--- config.mk ---
export PLATFORM = sky130hd
export DESIGN_NAME = fpc_frame_count
export DESIGN_NICKNAME = d
export VERILOG_FILES = /design/src/rtl/fpc_frame_count.sv
export SDC_FILE = /design/constraint.sdc
export NUM_CORES = 1
export LEC_CHECK = 0
export CAP_MARGIN = 30
export CORE_AREA = 2 2 39 41
export DETAILED_ROUTE_END_ITERATION = 8
export DIE_AREA = 0 0 41 43
export GPL_TIMING_DRIVEN = 0
export PLACE_DENSITY = 0.7
export SLEW_MARGIN = 10
export SYNTH_ARGS = -nofsm -noshare
export SYNTH_HDL_FRONTEND = slang
export SYNTH_SLANG_ARGS = --single-unit
--- constraint.sdc ---
create_clock -name clk -period 3.35 [get_ports clk]
set_clock_uncertainty 0.15 [all_clocks]
set_input_delay 0.335 -clock clk [delete_from_list [all_inputs] [get_ports clk]]
set_output_delay 0.335 -clock clk [all_outputs]
set_load 0.01 [all_outputs]
--- src/rtl/fpc_frame_count.sv ---
module fpc_frame_count #(
    parameter int FRAME_BITS = 256
) (
    input  logic                                clk,
    input  logic                                rst_n,
    input  logic                                double_rate,
    input  logic                                run,
    input  logic                                load,
    output logic [$clog2(2*FRAME_BITS)-1:0]     cnt,
    output logic                                at_zero
);
    localparam int CW = $clog2(2*FRAME_BITS);
    localparam logic [CW-1:0] LAST_SR = CW'(FRAME_BITS - 1);
    localparam logic [CW-1:0] LAST_DR = CW'(2*FRAME_BITS - 1);

    logic [CW-1:0] cnt_q;
    logic [CW-1:0] last_val;

    assign last_val = double_rate ? LAST_DR : LAST_SR;

    always_ff @(posedge clk or negedge rst_n) begin
        if (!rst_n) begin
            cnt_q <= '0;
        end else if (load) begin
            cnt_q <= CW'(1);
        end else if (!run) begin
            cnt_q <= '0;
        end else if (cnt_q >= last_val) begin
            cnt_q <= '0;
        end else begin
            cnt_q <= cnt_q + CW'(1);
        end
    end

    assign cnt     = cnt_q;
    assign at_zero = (cnt_q == '0);

    AST_CNT_IN_FRAME: assert property (@(posedge clk) disable iff (!rst_n)
        (run && !load && !double_rate && $past(!double_rate)) |-> (cnt_q <= LAST_SR));
    AST_LOAD_RESTARTS: assert property (@(posedge clk) disable iff (!rst_n)
        load |=> (cnt_q == CW'(1)));
endmodule

# Word level (Yosys, flattened, before mapping)
# Index checks and enable logic that the tools add are counted.
[classes] add_sub_neg=1 order_cmp=1 mux=4 n_reduce_logical=1
[ops] operator="$mux W9" count=4
[ops] operator="$add A9 B1 Y9 const B" count=1
[ops] operator="$ge A9 B9 Y1" count=1
[ops] operator="$logic_not A9 Y1" count=1
[word_totals] reg_bits=9 inputBits=5 output_inout_bits=10

# Logic depth before layout (Yosys ltp)
# Gate-level depths: netlist (run 1).
[logic_depth] word_depth=5 mapped_depth=5 depth_no_buf=5

# Worst setup path after synthesis (run 1)
# No wires, ideal clock.
[synth_path] kind="register -> register" from="register cnt_q[8] (netlist: cnt[8])" to="register cnt_q[0] (netlist: cnt[0])" setup_ps=120 t_arrival_ps=1361 path_slack_ps=1719 stages_incl_launch_ff=5 synth_period_minus_slack_ps=1631 cell_sequence="dfrtp_1 -> ha_1 -> nand3_1 -> or3_1 -> a31o_1"
[synth_between] elab_chain_cells=4
[synth_rtl] item="start: declaration" line_no="16" source="logic [CW-1:0] cnt_q;"
[synth_rtl] item="start signal: assignment" line_no="31" source="cnt_q <= cnt_q + CW'(1);"
[synth_rtl] item="$ge A9 B9 Y1" line_no="28" source="end else if (cnt_q >= last_val) begin"
[synth_rtl] item="$mux W9" line_no="28"
[synth_rtl] item="$mux W9" line_no="26" source="end else if (!run) begin"
[synth_rtl] item="$mux W9" line_no="24" source="end else if (load) begin"
# No other way between the ends.

# Final worst setup path (run 1)
[layout_path] from="register cnt_q[6] (netlist: cnt[6])" to="output at_zero"
[layout_between] elab_chain_cells=1
[layout_rtl] item="$logic_not A9 Y1" line_no="36" source="assign at_zero = (cnt_q == '0);"
[layout_rtl] item="end: declaration" line_no="10" source="output logic at_zero"
# No other way between the ends.

==> metrics.cfg, run 1 <==
[outcome]
status = complete, no violations

[setup_path]
critPathLaunch = cnt[6]
critPathKind = reg2out
cp.arrival_ps = 1710
crit_path_end_kind = output port
worstSetupStartpointType = flip-flop
cp.required_ps = 2860
r2r_start = cnt[0]
cp_max_fo = 7

[power]
p_sw_mw = 0.0540
pwr-share-comb_pct = 11.2
seqPwrFrac_pct = 51.1
vdd_drop_max_mv = 0.143
internal_power_mw = 0.170
p_per_area_nw_per_um2 = 323
clkPwrFrac_pct = 37.7
swShare_pct = 24.1
p_leak_nw = 0.283

[logic_synthesis]
syn_area_per_cell_sq_um = 9.77
ys_ff_latch = 9
synth_flop_cell = dfrtp_1
synth_common_cells = 9 x dfrtp_1, 5 x a21oi_1, 5 x nand3_1, 5 x nor2_1, 5 x or3_1
netlist.area_leader.share_pct = 44.3
ys_warn_count = 0
synth_most_common_cell = dfrtp_1
synth_edf_count = 0
synthCells = 52
async_flop_share_pct = 100
synth_area_leaders = dfrtp_1 44%, ha_1 7.4%, or3_1 6.2%
ys_types = 19
syn-num-nets = 60
synth_top_area_cell = dfrtp_1
synth-seq-area-share_pct = 44.3
syn_area_sq_um = 508

[detailed_routing]
wl_um = 1090
vias = 466
firstDrtPassIters = 5
vias_per_cell = 5.42
drt_iter0_markers = 7
drcViolationCount = 0
detail-route-antenna-nets = 0
wl_per_cell_um = 12.7

[clock_network]
cts_max_level = 1
hold_buffers = 0
numCtsBuffers = 3
cts_max_path_buffers = 2
cts_resized = 0
root_buffer = clkbuf_4
clkSinkCount = 9
clock_latency_ps = 260
clk_pin_slew_ps = 60
cts_setup_buffers = 0
cts_tree = built

[flow_run]
drv_cap = 0

[sta]
rsz0062_at_grt = false
slew_headroom_pct = 60.9
setup_slack_ps = 1160
slew_viol_final = 0
tightest_slew_ps = 583
hold_ws_ps = 220
finalSetupViolCount = 0
min_period_ps = 2190
finalCritPeriodShare_pct = 65.4
tns_ps = 0
fmax_ghz = 0.456
hold_viol = 0

[floorplanning]
dieArea_sq_um = 1760
die_w_um = 41
core_area_sq_um = 1380
die_h_um = 43
initial_utilization_pct = 36.7
num_rows = 14
io_pins = 15

[final_layout]
layout-drive-gt1-share_pct = 8.57
insertedDiodeCount = 0
nNetsFinal = 79
fillers = 137
largest_reg_flops = 9
syn2layout_area_growth_pct = 36.7
fin_area_sq_um = 694

[placement]
place_ws_ps = 1180
hpwl_um = 804
place_congestion = 0.702
placed_area_sq_um = 668
portBuffers = 14

[grt]
grt-ovfl-total = 0
grt_pass1_wl_um = 1720
antenna_found_initial = 0
grt_pass1_vias = 405
track_usage_pct = 14.9
grt_max_degree = 10

[min_path]
min_path_type = in2async

-- power groups by stage --
stage          registers [mW]  logic [mW]  clock network [mW]
2_1_floorplan           0.117      0.0101                   0
3_3_place_gp            0.117      0.0256                   0
3_5_place_dp            0.117      0.0258                   0
4_1_cts                 0.115      0.0259              0.0879
5_1_grt                 0.115      0.0286              0.0947
6_report                0.115      0.0252              0.0846
-- stage by stage --
stage | power (mW) | util [%] | std cells
6_report | 0.225 | 50.2 | 86
2_1_floorplan | 0.127 | - | 52
4_1_cts | 0.229 | 50.2 | 86
3_3_place_gp | 0.142 | 48.3 | 82
5_1_grt | 0.238 | 50.2 | 86
3_5_place_dp | 0.143 | 48.3 | 82
-- placed cells by master, fill, tap and decap left out --
| cell | count |
|---|---|
| clkdlybuf4s50_1 | 14 |
| dfrtp_1 | 9 |
| nand3_1 | 5 |
| or3_1 | 5 |
| a21oi_1 | 5 |
| nor2_1 | 5 |
| inv_1 | 4 |
| o21ai_0 | 4 |
| ha_1 | 3 |
| clkbuf_4 | 3 |
| xor2_1 | 2 |
| nand4_4 | 1 |
| nor3b_1 | 1 |
| o31ai_2 | 1 |
| nand2_1 | 1 |
| xnor2_1 | 1 |
| and3_2 | 1 |
| a31o_1 | 1 |
| nor4_1 | 1 |
| and4b_1 | 1 |
| nand4_1 | 1 |
| clkbuf_1 | 1 |
-- worst max-delay path, cell delays in order, from the launching register on --
cell and delay, ps:
dfrtp_1 440, nor4_1 270, and4b_1 210, clkdlybuf4s50_1 530
-- area by class of cell --
cell class / instances / area (sq um) / area share (%)
multi-input combinational: 39 / 268 / 38.6
sequential: 9 / 225 / 32.4
timing repair buffer: 14 / 140 / 20.2
clock buffer: 4 / 26.3 / 3.78
tap: 16 / 20.0 / 2.88
inverter: 4 / 15.0 / 2.16
-- cells by family (layout without fill, tap and decap cells) --
kind of cell / after synthesis / after routing / synth area share, %
simple gates: 22 / 22 / 27.1
compound gates: 11 / 11 / 13.1
flops: 9 / 9 / 44.3
buf+inv: 4 / 22 / 2.95
fa+ha+maj: 3 / 3 / 7.39
xor+xnor: 3 / 3 / 5.17
-- layer usage --
metal / vias up / global-route usage [%] / share of wire, %
li1: 224 / - / -
met1: 222 / 18.3 / 42
met2: 16 / 22.2 / 49
met3: 4 / 3.14 / 5.9
met4: 0 / 10.0 / 2.8
met5: - / 0 / 0
-- worst paths after layout --
path	endpoint	slack [ps]	depth (start not counted)
worst max register to register	cnt[3]	1540	4
min in group clk	cnt[8]	460	2
worst min register to register	cnt[8]	460	2
worst max-delay path	at_zero	1160	3
worst min-delay path	cnt[8]	220	1
max in group asynchronous	cnt[6]	2530	1
(Power assumes the default switching activity.)
==> inputs of run 2 (changes only) <==
clock period = 2.1 ns   (was 3.35 ns; I/O delays follow)
==> metrics.cfg, run 2 (same netlist as run 1, synthesis figures left out) <==
[placement]
portBuffers = 14
hpwl_um = 804
place_congestion = 0.702
place_ws_ps = 56.1

[clock_network]
cts_max_level = 1
clk_pin_slew_ps = 60
clkSinkCount = 9
cts_tree = built
hold_buffers = 0
root_buffer = clkbuf_4
cts_max_path_buffers = 2
clock_latency_ps = 260
cts_setup_buffers = 0
numCtsBuffers = 3

[setup_path]
crit_slowest_cell = o31ai_2
path_cells = ha_1 -> a21oi_1 -> o31ai_2 -> nor2_1
cp.required_ps = 2080
cp.arrival_ps = 1770
r2r_slack_ps = 310
cp_max_fo = 8
crit_path_end_kind = flip-flop
worstSetupStartpointType = flip-flop
critPathKind = reg2reg
max_stage_delay_ps = 500

[power]
p_leak_nw = 0.292
vdd_drop_max_mv = 0.228
p_per_area_nw_per_um2 = 511

[final_layout]
final_common_cell = clkdlybuf4s50_1
insertedDiodeCount = 0
layout-drive-gt1-share_pct = 11.4
nNetsFinal = 79
syn2layout_area_growth_pct = 37.7
largest_reg_flops = 9
layout.cells.most_common_list = 13 x clkdlybuf4s50_1, 7 x dfrtp_1

[floorplanning]
die_w_um = 41
num_rows = 14
io_pins = 15
initial_utilization_pct = 36.7
dieArea_sq_um = 1760
die_h_um = 43
core_area_sq_um = 1380

[detailed_routing]
vias_per_cell = 5.40
vias = 464
wl_um = 1090
firstDrtPassIters = 5
detail-route-antenna-nets = 0
drcViolationCount = 0
wl_per_cell_um = 12.7
drt_iter0_markers = 6

[grt]
met1_usage_pct = 18.3
antenna_found_initial = 0
met2_usage_pct = 22.2
grt_pass1_vias = 405
grt_use_met3_pct = 3.14
track_usage_pct = 14.9
grt_busiest_layer = met2
grt_pass1_wl_um = 1720
grt-ovfl-total = 0
grt_max_degree = 10

[sta]
min_period_ps = 1790
setup_slack_ps = 309
hold_viol = 0
finalSetupViolCount = 0
finalCritPeriodShare_pct = 85.3
tns_ps = 0
slew_headroom_pct = 61.6
slew_viol_final = 0
rsz0062_at_grt = false
fmax_ghz = 0.558
tightest_slew_ps = 572

[min_path]
min_path_type = in2async

[outcome]
status = complete, no violations

[flow_run]
drv_cap = 0

run 2: repair_timing:
| item | 4_1_cts | 5_1_grt |
|---|---|---|
| endpoints found under the hold margin | 0 | 0 |
| setup endpoints to repair | 0 | 1 |
| resized for setup | 0 | 3 |
run 2: layout make-up:
type,instances,area (sq um)
Clock buffer,4,26.3
Fill cell,136,684
Inverter,4,15.0
Multi-Input combinational cell,39,268
Sequential cell,9,228
Tap cell,16,20.0
Timing Repair Buffer,14,143
run 2: critical path: cells and delay by family (launching register included):
family / cells / cell delay, ps
AO/OA/AOI/OAI: 2 / 590
flip-flops: 1 / 490
adder cells (fa/ha/maj): 1 / 320
AND/OR/NAND/NOR: 1 / 120
run 2: stage by stage:
| step | total power [mW] | area [sq um] | utilization (%) | cells | hold slack [ps] |
|---|---|---|---|---|---|
| after floorplan | 0.202 | 508 | - | 52 | -236 |
| after global placement | 0.227 | 668 | 48.3 | 82 | 390 |
| after detailed placement | 0.228 | 668 | 48.3 | 82 | 400 |
| after CTS | 0.365 | 694 | 50.2 | 86 | 112 |
| after global routing | 0.380 | 699 | 50.5 | 86 | 125 |
| final | 0.358 | 699 | 50.5 | 86 | 96.8 |
run 2: report_power, final:
group | internal (mW) | total [mW] | switching (mW) | leakage (nW)
clock network | 0.0733 | 0.135 | 0.0617 | 0.0150
registers | 0.176 | 0.183 | 0.00676 | 0.119
logic | 0.0219 | 0.0396 | 0.0178 | 0.158
run 2: path summary, 6_finish.rpt:
| path | startpoint | depth (start not counted) | endpoint |
|---|---|---|---|
| hold reg to reg | cnt[8] | 2 | cnt[8] |
| max in group asynchronous | rst_n | 1 | cnt[6] |
| setup reg to reg | cnt[0] | 4 | cnt[3] |
| setup / recovery | cnt[0] | 4 | cnt[3] |
| min in group clk | load | 2 | cnt[0] |
| hold / removal | rst_n | 1 | cnt[8] |
run 2: routing by layer:
metal	wire, um	up-vias
met5	0	-
met4	31	0
met3	66	4
met2	533	16
met1	463	220
li1	-	224
